File: src/rtl/rbk_pkg.sv
package rbk_pkg;

    typedef enum logic [1:0] {
        CLS_NONE = 2'd0,
        CLS_STAT = 2'd1,
        CLS_SET  = 2'd2,
        CLS_TRIG = 2'd3
    } reg_cls_e;

endpackage

File: src/rtl/rbk_decode.sv
module rbk_decode
    import rbk_pkg::*;
#(
    parameter int ADDR_W    = 4,
    parameter int N_STAT    = 3,
    parameter int N_SET     = 3,
    parameter int N_TRIG    = 3,
    parameter int STAT_BASE = 0,
    parameter int SET_BASE  = 6,
    parameter int TRIG_BASE = 10
) (
    input  logic [ADDR_W-1:0] adr,
    output reg_cls_e          cls,
    output logic [ADDR_W-1:0] idx
);

    always_comb begin
        cls = CLS_NONE;
        idx = '0;
        for (int i = 0; i < N_STAT; i++) begin
            if (adr == ADDR_W'(STAT_BASE + i)) begin
                cls = CLS_STAT;
                idx = ADDR_W'(i);
            end
        end
        for (int i = 0; i < N_SET; i++) begin
            if (adr == ADDR_W'(SET_BASE + i)) begin
                cls = CLS_SET;
                idx = ADDR_W'(i);
            end
        end
        for (int i = 0; i < N_TRIG; i++) begin
            if (adr == ADDR_W'(TRIG_BASE + i)) begin
                cls = CLS_TRIG;
                idx = ADDR_W'(i);
            end
        end
    end

endmodule

File: src/rtl/rbk_settings.sv
module rbk_settings #(
    parameter int ADDR_W = 4,
    parameter int DATA_W = 8,
    parameter int N_SET  = 3,
    parameter logic [N_SET*DATA_W-1:0] DEFAULTS = '0
) (
    input  logic                    clk,
    input  logic                    rst_n,
    input  logic                    wr_en,
    input  logic                    sel,
    input  logic [ADDR_W-1:0]       idx,
    input  logic [DATA_W-1:0]       wdat,
    output logic [N_SET*DATA_W-1:0] val
);

    typedef struct packed {
        logic [N_SET*DATA_W-1:0] regs;
    } set_state_t;

    set_state_t st_d, st_q;

    always_comb begin
        st_d = st_q;
        if (wr_en && sel) begin
            for (int i = 0; i < N_SET; i++) begin
                if (idx == ADDR_W'(i)) begin
                    st_d.regs[i*DATA_W +: DATA_W] = wdat;
                end
            end
        end
    end

    always_ff @(posedge clk or negedge rst_n) begin
        if (!rst_n) begin
            st_q.regs <= DEFAULTS;
        end else begin
            st_q <= st_d;
        end
    end

    assign val = st_q.regs;

endmodule

File: src/rtl/rbk_triggers.sv
module rbk_triggers #(
    parameter int ADDR_W = 4,
    parameter int N_TRIG = 3
) (
    input  logic              clk,
    input  logic              rst_n,
    input  logic              wr_en,
    input  logic              sel,
    input  logic [ADDR_W-1:0] idx,
    input  logic              arm_bit,
    input  logic [N_TRIG-1:0] clr,
    output logic [N_TRIG-1:0] flags
);

    typedef struct packed {
        logic [N_TRIG-1:0] flag;
    } trig_state_t;

    trig_state_t st_d, st_q;
    logic [N_TRIG-1:0] arm;

    for (genvar g = 0; g < N_TRIG; g++) begin : g_arm
        assign arm[g] = wr_en && sel && arm_bit && (idx == ADDR_W'(g));
    end

    always_comb begin
        st_d = st_q;
        // clear takes priority over a same-cycle arm
        st_d.flag = (st_q.flag | arm) & ~clr;
    end

    always_ff @(posedge clk or negedge rst_n) begin
        if (!rst_n) begin
            st_q.flag <= '0;
        end else begin
            st_q <= st_d;
        end
    end

    assign flags = st_q.flag;

endmodule

File: src/rtl/rbk_bus_ctl.sv
module rbk_bus_ctl
    import rbk_pkg::*;
#(
    parameter int ADDR_W   = 4,
    parameter int DATA_W   = 8,
    parameter int N_STAT   = 3,
    parameter int N_SET    = 3,
    parameter int N_TRIG   = 3,
    parameter int TRIG_BIT = 7
) (
    input  logic                     clk,
    input  logic                     rst_n,
    input  logic                     req,
    input  logic                     we,
    input  reg_cls_e                 cls,
    input  logic [ADDR_W-1:0]        idx,
    input  logic [N_STAT*DATA_W-1:0] stat_vec,
    input  logic [N_SET*DATA_W-1:0]  set_vec,
    input  logic [N_TRIG-1:0]        trig_vec,
    output logic                     wr_en,
    output logic                     ack,
    output logic                     err,
    output logic [DATA_W-1:0]        rdat
);

    typedef struct packed {
        logic              ack;
        logic              err;
        logic [DATA_W-1:0] rdat;
    } bus_state_t;

    bus_state_t st_d, st_q;
    logic accept;
    logic mapped;
    logic [DATA_W-1:0] mux_rd;

    assign accept = req && !st_q.ack && !st_q.err;
    assign mapped = (cls != CLS_NONE);
    assign wr_en  = accept && we && mapped;

    always_comb begin
        mux_rd = '0;
        for (int i = 0; i < N_STAT; i++) begin
            if (cls == CLS_STAT && idx == ADDR_W'(i)) begin
                mux_rd = stat_vec[i*DATA_W +: DATA_W];
            end
        end
        for (int i = 0; i < N_SET; i++) begin
            if (cls == CLS_SET && idx == ADDR_W'(i)) begin
                mux_rd = set_vec[i*DATA_W +: DATA_W];
            end
        end
        for (int i = 0; i < N_TRIG; i++) begin
            if (cls == CLS_TRIG && idx == ADDR_W'(i)) begin
                mux_rd = '0;
                mux_rd[TRIG_BIT] = trig_vec[i];
            end
        end
    end

    always_comb begin
        st_d      = st_q;
        st_d.ack  = accept && mapped;
        st_d.err  = accept && !mapped;
        st_d.rdat = (accept && mapped && !we) ? mux_rd : '0;
    end

    always_ff @(posedge clk or negedge rst_n) begin
        if (!rst_n) begin
            st_q <= '0;
        end else begin
            st_q <= st_d;
        end
    end

    assign ack  = st_q.ack;
    assign err  = st_q.err;
    assign rdat = st_q.rdat;

endmodule

File: src/rtl/cfg_regbank.sv
module cfg_regbank
    import rbk_pkg::*;
#(
    parameter int ADDR_W    = 4,
    parameter int DATA_W    = 8,
    parameter int N_STAT    = 3,
    parameter int N_SET     = 3,
    parameter int N_TRIG    = 3,
    parameter int STAT_BASE = 0,
    parameter int SET_BASE  = 6,
    parameter int TRIG_BASE = 10,
    parameter int TRIG_BIT  = 7,
    parameter logic [N_SET*DATA_W-1:0] SET_DEFAULTS = 24'hAA3C05
) (
    input  logic                     clk,
    input  logic                     rst_n,
    input  logic                     wb_cyc_i,
    input  logic                     wb_stb_i,
    input  logic                     wb_we_i,
    input  logic [ADDR_W-1:0]        wb_adr_i,
    input  logic [DATA_W-1:0]        wb_dat_i,
    output logic                     wb_ack_o,
    output logic                     wb_err_o,
    output logic                     wb_rty_o,
    output logic [DATA_W-1:0]        wb_dat_o,
    input  logic [N_STAT*DATA_W-1:0] status_i,
    output logic [N_SET*DATA_W-1:0]  setting_o,
    output logic [N_TRIG-1:0]        trig_o,
    input  logic [N_TRIG-1:0]        trig_clr_i
);

    reg_cls_e          cls;
    logic [ADDR_W-1:0] idx;
    logic              wr_en;
    logic              req;

    assign req      = wb_cyc_i && wb_stb_i;
    assign wb_rty_o = 1'b0;

    rbk_decode #(
        .ADDR_W(ADDR_W), .N_STAT(N_STAT), .N_SET(N_SET), .N_TRIG(N_TRIG),
        .STAT_BASE(STAT_BASE), .SET_BASE(SET_BASE), .TRIG_BASE(TRIG_BASE)
    ) dec_i (
        .adr(wb_adr_i),
        .cls(cls),
        .idx(idx)
    );

    rbk_bus_ctl #(
        .ADDR_W(ADDR_W), .DATA_W(DATA_W), .N_STAT(N_STAT), .N_SET(N_SET),
        .N_TRIG(N_TRIG), .TRIG_BIT(TRIG_BIT)
    ) ctl_i (
        .clk(clk),
        .rst_n(rst_n),
        .req(req),
        .we(wb_we_i),
        .cls(cls),
        .idx(idx),
        .stat_vec(status_i),
        .set_vec(setting_o),
        .trig_vec(trig_o),
        .wr_en(wr_en),
        .ack(wb_ack_o),
        .err(wb_err_o),
        .rdat(wb_dat_o)
    );

    rbk_settings #(
        .ADDR_W(ADDR_W), .DATA_W(DATA_W), .N_SET(N_SET), .DEFAULTS(SET_DEFAULTS)
    ) set_i (
        .clk(clk),
        .rst_n(rst_n),
        .wr_en(wr_en),
        .sel(cls == CLS_SET),
        .idx(idx),
        .wdat(wb_dat_i),
        .val(setting_o)
    );

    rbk_triggers #(
        .ADDR_W(ADDR_W), .N_TRIG(N_TRIG)
    ) trg_i (
        .clk(clk),
        .rst_n(rst_n),
        .wr_en(wr_en),
        .sel(cls == CLS_TRIG),
        .idx(idx),
        .arm_bit(wb_dat_i[TRIG_BIT]),
        .clr(trig_clr_i),
        .flags(trig_o)
    );

endmodule

File: config.mk
export PLATFORM = sky130hd
export DESIGN_NAME = cfg_regbank
export DESIGN_NICKNAME = d
export VERILOG_FILES = /design/src/rtl/rbk_pkg.sv /design/src/rtl/rbk_decode.sv /design/src/rtl/rbk_settings.sv /design/src/rtl/rbk_triggers.sv /design/src/rtl/rbk_bus_ctl.sv /design/src/rtl/cfg_regbank.sv
export SDC_FILE = /design/constraint.sdc
export NUM_CORES = 1
export LEC_CHECK = 0
export ABC_AREA = 1
export ABC_CLOCK_PERIOD_IN_PS = 1900
export BUFFER_PORTS_ARGS = -buffer_cell sky130_fd_sc_hd__buf_2
export CORE_MARGIN = 3
export CORE_UTILIZATION = 44
export CTS_CLUSTER_DIAMETER = 150
export DETAILED_ROUTE_END_ITERATION = 10
export PLACE_DENSITY = 0.73
export SETUP_SLACK_MARGIN = 0.2
export SYNTH_ARGS = -nofsm -noshare
export SYNTH_HDL_FRONTEND = slang
export SYNTH_SLANG_ARGS = --single-unit
File: constraint.sdc
create_clock -name clk -period 1.9 [get_ports clk]
set_input_delay 0.285 -clock clk [delete_from_list [all_inputs] [get_ports clk]]
set_output_delay 0.285 -clock clk [all_outputs]
set_load 0.1 [all_outputs]
Yosys cells after proc, flatten, opt, wreduce, memory -nomap -nowiden
Cells that the tools add are included.
W data, S select, Z words.
Storage, ports and cells
  register bits: 37
  bits of input ports: 44
  word-level logic and storage cells: 83
Cells by class
  equality and inequality tests: 13
  mux-type cells: 27
  bitwise operators: 3
  reduce and logical (&&, ||, !) cells: 33
Operator list (count)
  $mux W8: 10
  $mux W2: 13
  $logic_and A1 B1 Y1: 23
  $eq A4 B4 Y1 const B: 4
  $eq A4 B3 Y1 const B: 2
  $logic_not A4 Y1: 2
  $eq A2 B2 Y1 const B: 3
  $reduce_and A2 Y1: 3
  $eq A2 B1 Y1 const B: 2
  $eq A4 B1 Y1 const B: 1
  $eq A4 B2 Y1 const B: 1
  $logic_not A1 Y1: 4
  $mux W1: 4
  $and A3 B3 Y3: 1
  $not A3 Y3: 1
  $or A3 B3 Y3: 1
  $reduce_bool A2 Y1: 1

Logic depth before layout (Yosys ltp)
Gate-level depths: netlist of the first run.
  depth in word-level cells: 22
  mapped depth: 11

Hierarchy
From an unflattened synthesis of the first run, not the netlist that was laid out.
Unflattened totals
  cells, all modules: 303
  area, all modules: 2263.4 sq um
Modules (own cells, without submodules)
  rbk_settings: instances 1, cells an instance 111, area each 1081.0 sq um, sequential area each 613.1 sq um
  rbk_bus_ctl: instances 1, cells an instance 133, area each 853.3 sq um, sequential area each 250.2 sq um
  rbk_triggers: instances 1, cells an instance 21, area each 166.4 sq um, sequential area each 75.1 sq um
  rbk_decode: instances 1, cells an instance 30, area each 126.4 sq um, sequential area each 0.0 sq um
  cfg_regbank: instances 1, cells an instance 8, area each 36.3 sq um, sequential area each 0.0 sq um

Least setup slack after synthesis of the first run
No wires, ideal clock.
  path kind: reg2reg
  from: register ctl_i.st_q (netlist bit ctl_i.ack)
  to: register set_i.st_q (netlist bit set_i.val[14])
  arrival: 1.704 ns
  required time: 1.772 ns
  path slack: 0.068 ns
  stages on the path, launching flop included: 9
  path buffers: 1
  cells stage by stage: dfrtp_1 -> nor2_1 -> nand2_1 -> nor2_8 -> nand2_4 -> nor2_8 -> buf_6 -> nand2_1 -> o21ai_0
On the way
  word-level cells in the longest chain between the ends: 7
Ends and longest elaborated chain
  start: declaration: line rbk_bus_ctl.sv:32  | bus_state_t st_d, st_q;
  start signal: assignment: line rbk_bus_ctl.sv:72  | st_q <= st_d;
  $logic_not A1 Y1: line rbk_bus_ctl.sv:37  | assign accept = req && !st_q.ack && !st_q.err;
  $logic_and A1 B1 Y1 (2 in a row): line rbk_bus_ctl.sv:37
  $logic_and A1 B1 Y1 (2 in a row): line rbk_bus_ctl.sv:39  | assign wr_en = accept && we && mapped;
  $logic_and A1 B1 Y1: line rbk_settings.sv:24  | if (wr_en && sel) begin
  $reduce_and A2 Y1 (no source line)
  end signal: assignment: line rbk_settings.sv:37  | st_q <= st_d;
  end: declaration: line rbk_settings.sv:20  | set_state_t st_d, st_q;
Every way passes these cells.
A chain may end at the register's enable or synchronous reset.

Final worst setup path of the first run
  from: register set_i.st_q (netlist bit set_i.val[23])
  to: output setting_o[23]
RTL lines
  end: declaration: line cfg_regbank.sv:27  | output logic [N_SET*DATA_W-1:0] setting_o,
No word-level cell between the ends.

==> flow_summary_export.csv, run 1 <==
group,metric,value,unit
outcome,status,"complete, no violations",
power,power.density,871.1,mW/mm²
finish,antennaDiodeCount,0,
worst_setup_path,path_max_fanout,3,
clock_network,numCtsBuffers,5,
timing,tightestPinTransition,0.5932,ns
synth,syn_area,0.002126,mm²
clock_network,clock-sinks,37,
power,p_leak,1.474,nW
timing,fin_skew,0.004524,ns
power,p_switching,1.032,mW
routing,drt_iter0_drc,155,
timing,finalCritPeriodShare,82.32,%
timing,finalSetupViolCount,0,
run,maxCapViolCount,0,
finish,area_growth,24.84,%
global_route,grt_usage,22.06,%
timing,rsz0062_at_grt,"no",
timing,fin_crit,1.564,ns
power,vdd_ir_drop_max,579.8,µV
clock_network,clkTransAtPathRegs,0.07,ns
timing,finalHoldViolCount,0,
clock_network,clk_latency,0.29,ns
floorplan,core,0.004504,mm²
worst_setup_path,crit_path_top_delay_cell,"dfstp_2",
placement,post_dp_cell_area,0.002562,mm²
routing,wl,5.953,mm
synth,yosysWarnings,0,
synth,ys_types,28,
routing,dr.pass1.iters,5,
synth,synth_edf_count,0,
power,clkPwrFrac,23.0,%
routing,num_vias,2139,
timing,fin_tns_setup,0,ns
worst_setup_path,critical_path_class,"flop to output pin",
routing,detail-route-antenna-nets,0,
finish,final_util,58.92,%
finish,nets,403,
global_route,antenna_found_initial,0,
min_path,hold_class,"input pin to flop",
routing,avgRoutedWirePerCell,14.45,µm
worst_setup_path,worstPathRequired,1.62,ns
worst_setup_path,end_kind,"output pin",
placement,routabilityCongestion,0.8747,
clock_network,htree_levels,2,
placement,hpwl,4.719,mm
synth,synth_most_common_cell,"nand2_1",
global_route,grt_first_pass_wirelength,9.356,mm
floorplan,die_h,75.51,µm
synth,synth_top_cell_by_area,"dfrtp_1",
global_route,grt_pass1_vias,1966,
synth,ys_ff_latch,37,
clock_network,clk_path_buf_depth,2,
power,combPwrFrac,37.4,%
clock_network,root_buffer,"clkbuf_8",
floorplan,row_count,24,
worst_setup_path,slowest_delay,0.56,ns
clock_network,cts_tree,"built",
worst_setup_path,crit_buf_inv,1,
synth,syn_inst,274,
worst_setup_path,path_cells,"buf_2",
synth,synth_top_area_share,31.78,%
finish,final_layout_size_suffix_gt1_share,36.39,%
timing,fmax,639.3,MHz
global_route,gr-total-overflow,0,
finish,fin_area,0.002654,mm²
power,switching_share,44.64,%
floorplan,fp.dieW,75.51,µm
routing,route.detailed.drc,0,
worst_setup_path,cp-start-kind,"flop",
timing,relSlewSlack,60.45,%
synth,synth_common_cells,"nand2_1, o21ai_0, inv_1",
synth,postSynthAreaPerCell,7.758,µm²
finish,fillers,449,
clock_network,ctsResizeCount,0,
synth,ys_async_sr_fraction,100.0,%
worst_setup_path,crit_arrival,1.28,ns
timing,drv_slew,0,
finish,seq_area,940.9,µm²
finish,multiInputGateArea,979.7,µm²
synth,synth-main-ff-cell,"dfrtp_1",
worst_setup_path,crit_family,"flip-flops",
routing,vias_per_cell,5.192,
floorplan,start_util,47.19,%
floorplan,io_pins,82,
synth,ys_seq_area_share,44.14,%
placement,portBuffers,80,
floorplan,dieArea,0.005701,mm²
power,power_frac_seq,39.7,%
global_route,grt_max_degree,27,
power,p_int,1.280,mW
synth,synthTopCellsByArea,"dfrtp_1, dfstp_2, nand2_1",
synth,synth_nets,318,
-- cell type report --
cell class	instances	share of cell area, %
multi-input cells	191	36.92
repair buffers	85	16.60
flip-flops and latches	37	35.45
clock buffers	7	2.876
clock inverters	1	0.1886
inverters	39	5.516
well taps	52	2.452
-- cells in the final DEF (no fill, tap or decap), drive strengths merged --
cell         count
dlygate4sd3      1
nor2            32
a21oi            4
o21a             1
clkinv           2
inv             38
dfstp           10
conb             1
o21ai           40
o211ai           3
dfrtp           27
nand3           18
or2             11
buf             84
nand2           67
clkbuf           7
nand4           13
o22ai            1
-- power groups by stage --
stage               logic, mW  registers, mW  clock network, mW
floorplan               0.180           1.42                  0
global placement        0.859          0.929                  0
detailed placement      0.863          0.930                  0
CTS                     0.866          0.917              0.540
global route            0.913          0.923              0.557
finish                  0.863          0.917              0.531
-- routing by layer --
layer  global-route usage (%)  routed length (µm)  part of all wire, %
met4                    5.631                  61                  1.0
met3                    5.013                 429                  7.2
met1                    31.09                2677                   45
met5                        0                   0                    0
met2                    34.42                2785                   47
-- metrics by stage --
step                      hold WS [ns]  setup WS (ns)  cells  power [mW]
final                           0.1354         0.3358    412       2.312
after floorplan               -0.01059         0.2888    274       1.602
after global placement          0.3194         0.1042    403       1.788
after CTS                       0.1288         0.3220    412       2.323
after global routing            0.1331         0.2449    412       2.393
after detailed placement        0.3193         0.1661    403       1.792
-- timing repair --
action | in CTS | in global routing
hold buffers | 1 | 0
endpoints found under the hold margin | 2 | 0
setup buffers | 0 | 0
-- state kept, by name, summed over array words and instances (netlist names) --
name	cells
set_i.val	24
trg_i.flags	3
ctl_i.rdat	8
ctl_i.ack	1
ctl_i.err	1
-- cell families (layout without fill, tap and decap cells) --
| family | count (synthesis) | count (layout) | share of synthesized area (%) |
|---|---|---|---|
| other cells | 1 | 1 | 0.1764 |
| compound gates | 49 | 49 | 12.07 |
| simple gates | 141 | 141 | 33.84 |
| buf+inv | 46 | 132 | 9.770 |
| flops | 37 | 37 | 44.14 |
-- final timing paths --
check                      depth (start not counted)  slack [ns]             end          start
max                                                1        0.34   setting_o[23]  set_i.val[23]
min                                                2        0.14  trg_i.flags[1]  trig_clr_i[1]
max reg2reg                                        7        0.43    set_i.val[2]      ctl_i.ack
min reg2reg                                        2        0.50    set_i.val[0]   set_i.val[0]
max in group asynchronous                          3        0.76   set_i.val[11]          rst_n
min in group asynchronous                          2        0.52   ctl_i.rdat[3]          rst_n
(Power assumes the default switching activity.)
==> run 2, diff against run 1 <==
Settings changed: ABC_CLOCK_PERIOD_IN_PS 1900 to 1500.
Clock period 1.9 ns to 1.5 ns, I/O delays scaled along.
==> run 2 against run 1 <==
  * Global-route usage up 2.2 points
  * Wire length rose by 8.9%
  * Via count up 5.2%
  * Worst setup slack lost 0.22 ns
==> flow_summary_export.csv, run 2 (synthesis gave the netlist of run 1 again) <==
group,metric,value,unit
finish,final_common_cell,"nand2_1",
finish,largest_register_ffs,24,
worst_setup_path,crit_arrival,1.55,ns
timing,fin_skew,0.008804,ns
placement,portBuffers,80,
power,vdd_ir_drop_max,679.0,µV
global_route,grt_max_degree,38,
routing,avgRoutedWirePerCell,14.87,µm
timing,drv_slew,0,
worst_setup_path,path_max_fanout,10,
global_route,gr-total-overflow,0,
global_route,antenna_found_initial,0,
min_path,hold-path-cell-count,2,
worst_setup_path,cp-start-kind,"flop",
power,power.density,1035,mW/mm²
run,maxCapViolCount,0,
timing,rsz0062_at_grt,"yes",
clock_network,clk_path_buf_depth,2,
min_path,min-delay-start,"trig_clr_i[0]",
worst_setup_path,reg2reg_slack,0.11,ns
floorplan,core,0.004504,mm²
finish,nets,427,
global_route,grt_pass1_vias,2219,
clock_network,numCtsBuffers,5,
clock_network,clkTransAtPathRegs,0.08,ns
worst_setup_path,end_kind,"flop",
routing,route.detailed.drc,0,
global_route,grt_usage,24.26,%
outcome,status,"complete, no violations",
worst_setup_path,reg2reg_depth,6,
clock_network,cts_tree,"built",
floorplan,row_count,24,
placement,post_dp_cell_area,0.002875,mm²
min_path,hold_class,"input pin to flop",
finish,final_layout_size_suffix_gt1_share,46.09,%
worst_setup_path,slowest_delay,0.49,ns
worst_setup_path,crit_buf_inv,0,
clock_network,root_buffer,"clkbuf_8",
worst_setup_path,crit_family,"simple AND/OR/NAND/NOR gates",
min_path,min_to,"trg_i.flags[0]",
power,p_int,1.860,mW
worst_setup_path,rr_endpoint,"set_i.val[9]",
power,p_leak,1.659,nW
worst_setup_path,crit_path_top_delay_cell,"dfrtp_4",
clock_network,clk_latency,0.29,ns
worst_setup_path,path_cells,"nor2_4 -> nand2_4 -> nor2_8 -> nand2_4 -> nor2_8 -> o21ai_0",
clock_network,clock-sinks,37,
routing,vias_per_cell,5.161,
global_route,grt_first_pass_wirelength,10.41,mm
routing,detail-route-antenna-nets,0,
finish,final_util,69.86,%
routing,dr.pass1.iters,4,
finish,area_growth,48.03,%
power,switching_share,42.89,%
timing,fin_crit,1.388,ns
finish,final_cell_mix,"nand2_1, buf_2, buf_4",
routing,drt_iter0_drc,119,
power,combPwrFrac,40.4,%
timing,finalSetupViolCount,0,
floorplan,dieArea,0.005701,mm²
timing,finalCritPeriodShare,92.50,%
routing,wl,6.483,mm
worst_setup_path,r2r-start,"ctl_i.ack",
clock_network,htree_levels,2,
floorplan,die_h,75.51,µm
power,power_frac_seq,36.7,%
finish,fin_area,0.003147,mm²
routing,num_vias,2250,
power,p_switching,1.397,mW
timing,finalHoldViolCount,0,
worst_setup_path,critical_path_class,"flop to flop",
floorplan,start_util,47.19,%
placement,routabilityCongestion,0.9165,
finish,antennaDiodeCount,0,
timing,fmax,720.7,MHz
placement,hpwl,4.842,mm
floorplan,fp.dieW,75.51,µm
floorplan,io_pins,82,
finish,fillers,370,
power,clkPwrFrac,23.0,%
worst_setup_path,worstPathRequired,1.66,ns
-- run 2: cell type report --
| cell class | instances | area [µm²] | area share, % |
|---|---|---|---|
| multi-input cells | 194 | 1076 | 34.19 |
| flip-flops and latches | 37 | 953.4 | 30.30 |
| repair buffers | 106 | 809.5 | 25.73 |
| inverters | 39 | 146.4 | 4.652 |
| clock buffers | 6 | 82.58 | 2.624 |
| well taps | 52 | 65.06 | 2.068 |
| clock inverters | 2 | 13.76 | 0.4374 |
-- run 2: per-layer routing --
metal	GRT usage, %	vias to the layer above	share of wire (%)
met5	0	-	0
met4	4.078	0	0.20
met3	5.409	2	7.4
met2	39.79	90	48
met1	33.42	1056	44
li1	-	1102	-
-- run 2: worst max path at each step --
stage,slack [ns],start,end,cells after the start
after global routing,0.02,ctl_i.ack,set_i.val[1],7
after CTS,0.12,ctl_i.ack,set_i.val[9],6
after detailed placement,-0.08,wb_adr_i[1],ctl_i.rdat[5],9
after floorplan,-0.04,ctl_i.ack,set_i.val[14],7
final,0.11,ctl_i.ack,set_i.val[9],6
after global placement,-0.12,wb_adr_i[1],ctl_i.rdat[5],9
-- run 2: power groups by stage --
stage               registers (mW)  clock network, mW  logic [mW]
floorplan                     1.81                  0       0.233
global placement              1.21                  0        1.24
detailed placement            1.21                  0        1.25
CTS                           1.19              0.760        1.28
global route                  1.21              0.803        1.38
finish                        1.19              0.748        1.31
-- run 2: per-stage QoR --
step           total power [mW]  cells  worst slack, ns  hold slack (ns)  setup TNS (ns)
2_1_floorplan             2.041    274         -0.04423         -0.07059         -0.2497
3_3_place_gp              2.446    420          -0.1240           0.2892         -0.4789
3_5_place_dp              2.452    420         -0.07930           0.2902         -0.2433
4_1_cts                   3.235    432           0.1248          0.06913               0
5_1_grt                   3.392    436          0.01711          0.06857               0
6_report                  3.257    436           0.1124          0.07317               0
-- run 2: worst reg2reg max path: stages (launching register included) --
cell,delay [ns]
dfrtp_4,0.49
nor2_4,0.13
nand2_4,0.08
nor2_8,0.11
nand2_4,0.14
nor2_8,0.20
o21ai_0,0.11
-- run 2: timing repair --
| action | CTS | global route |
|---|---|---|
| hold buffers | 1 | 0 |
| buffers inserted | 1 | 3 |
| cloned | 2 | 1 |
| endpoints found under the hold margin | 27 | 0 |
| resized for setup | 17 | 18 |
| setup endpoints to repair | 51 | 46 |
| pin swaps | 3 | 4 |
==> run 3, diff against run 2 <==
--- a/config.mk
+++ b/config.mk
@@ -9,4 +9,5 @@
 export ABC_CLOCK_PERIOD_IN_PS = 1500
 export BUFFER_PORTS_ARGS = -buffer_cell sky130_fd_sc_hd__buf_2
+export CAP_MARGIN = 10
 export CORE_MARGIN = 3
 export CORE_UTILIZATION = 44
==> constraint.sdc (replaced) <==
create_clock -name clk -period 1.5 [get_ports clk]
set_input_delay 0.3 -clock clk [delete_from_list [all_inputs] [get_ports clk]]
set_output_delay 0.3 -clock clk [all_outputs]
set_load 0.1 [all_outputs]
==> run 3 against run 2 <==
  * Core utilization up 6.8 points
  * Global-route usage is 1.2 points higher
  * Critical path depth up 1
  * Combinational power rose by 11%
  * Flip-flop and latch count is the same
  * Critical path type unchanged
  * Critical endpoint is now set_i.val[15]
==> flow_summary_export.csv, run 3 (synthesis gave the netlist of run 1 again) <==
group,metric,value,unit
outcome,status,"complete, no violations",
routing,avgRoutedWirePerCell,16.63,µm
placement,post_dp_cell_area,0.002903,mm²
clock_network,root_buffer,"clkbuf_8",
placement,portBuffers,80,
global_route,grt_usage,25.50,%
worst_setup_path,reg2reg_depth,7,
power,power.density,1030,mW/mm²
power,vdd_ir_drop_max,765.6,µV
finish,fin_area,0.003451,mm²
routing,drt_iter0_drc,181,
clock_network,clock-sinks,37,
clock_network,clk_latency,0.30,ns
timing,fin_crit,1.489,ns
timing,drv_slew,0,
routing,num_vias,2398,
min_path,hold_class,"input pin to flop",
run,maxCapViolCount,0,
floorplan,io_pins,82,
worst_setup_path,rr_endpoint,"set_i.val[15]",
worst_setup_path,cp-start-kind,"flop",
routing,detail-route-antenna-nets,0,
global_route,use_met3,6.069,%
placement,place_ws,-0.1129,ns
floorplan,start_util,47.19,%
min_path,min_to,"trg_i.flags[1]",
global_route,top_usage_layer,"met2",
finish,final_common_cell,"nand2_1",
timing,finalSetupViolCount,0,
global_route,grt_first_pass_wirelength,10.78,mm
worst_setup_path,r2r-start,"ctl_i.err",
global_route,use_met2,44.30,%
clock_network,cts_tree,"built",
clock_network,clk_path_buf_depth,2,
global_route,grt_max_degree,21,
floorplan,die_h,75.51,µm
worst_setup_path,reg2reg_slack,0.01,ns
placement,hpwl,4.998,mm
global_route,antenna_found_initial,0,
worst_setup_path,crit_arrival,1.66,ns
power,p_leak,1.777,nW
global_route,grt_pass1_vias,2266,
min_path,hold-path-cell-count,2,
finish,largest_register_ffs,24,
timing,fin_ws,0.01063,ns
finish,final_layout_size_suffix_gt1_share,49.37,%
worst_setup_path,critical_path_class,"flop to flop",
timing,fin_tns_setup,0,ns
clock_network,htree_levels,2,
global_route,gr-total-overflow,0,
clock_network,clkTransAtPathRegs,0.07,ns
finish,antennaDiodeCount,0,
worst_setup_path,worstPathRequired,1.68,ns
floorplan,core,0.004504,mm²
timing,rsz0062_at_grt,"yes",
routing,dr.pass1.iters,5,
timing,fmax,671.4,MHz
finish,final_cell_mix,"nand2_1, buf_4, buf_2",
floorplan,dieArea,0.005701,mm²
global_route,use_met1,32.15,%
routing,vias_per_cell,5.317,
timing,finalCritPeriodShare,99.29,%
clock_network,numCtsBuffers,5,
routing,wl,7.499,mm
timing,fin_skew,0.006114,ns
timing,finalHoldViolCount,0,
finish,fillers,313,
power,power,3.555,mW
min_path,min-delay-start,"trig_clr_i[1]",
placement,routabilityCongestion,0.8919,
worst_setup_path,end_kind,"flop",
finish,area_growth,62.33,%
floorplan,row_count,24,
routing,route.detailed.drc,0,
finish,nets,442,
worst_setup_path,path_max_fanout,6,
timing,holdWs,0.1467,ns
floorplan,fp.dieW,75.51,µm
-- run 3: changes by cell type in the layout (fill, tap and decap cells not counted), moves of 5 or more --
cell      before  now
buf_4         36   49
buf_6          1   12
buf_2         52   43
o21ai_0       29   22
clkbuf_4       5    0
o21ai_1        7   12
-- run 3: timing repair --
item | in CTS | in global routing
hold endpoints to repair | 11 | 0
hold buffers | 1 | 0
gates resized for setup | 36 | 38
setup endpoints to repair | 68 | 55
pin swaps | 7 | 23
setup buffers | 6 | 10
gates cloned | 2 | 3
-- run 3: routing by layer --
layer / vias up / wire, µm
li1: 1135 / -
met1: 1117 / 2900
met2: 127 / 3875
met3: 19 / 559
met4: 0 / 163
met5: - / 0
-- run 3: metrics by stage --
step,utilization (%),instances
after floorplan,-,274
after global placement,64.44,421
after detailed placement,64.44,421
after CTS,71.08,438
after global routing,76.61,451
final,76.61,451
-- run 3: layout make-up --
class                      instances  area, µm²  area share [%]
clock inverter                     2      37.54           1.088
timing repair buffer             120       1023           29.66
sequential                        37      953.4           27.63
multi-input combinational        195       1135           32.89
inverter                          39      153.9           4.460
clock buffer                       6      82.58           2.393
tap                               52      65.06           1.885
-- run 3: critical path: stages, from the launching register on --
cell	delay [ns]
dfrtp_4	0.49
nor2_4	0.13
nand2_4	0.08
nor2_8	0.17
buf_6	0.15
nand2_8	0.06
o21ai_0	0.20
nand2_1	0.09
-- run 3: worst max path at each step --
stage / to / cells after the start / slack [ns] / startpoint
after global placement: ctl_i.rdat[5] / 9 / -0.06 / wb_adr_i[1]
after floorplan: set_i.val[14] / 7 / -0.04 / ctl_i.ack
final: set_i.val[15] / 7 / 0.01 / ctl_i.err
after detailed placement: ctl_i.rdat[5] / 9 / -0.11 / wb_adr_i[1]
after global routing: set_i.val[15] / 7 / -0.06 / ctl_i.err
after CTS: set_i.val[14] / 7 / 0.06 / ctl_i.ack
-- run 3: report_power, final --
| group | total, mW | internal [mW] | switching, mW |
|---|---|---|---|
| sequential | 1.20 | 1.11 | 0.0846 |
| combinational | 1.45 | 0.451 | 0.996 |
| clock | 0.911 | 0.541 | 0.370 |
| total | 3.56 | 2.10 | 1.45 |
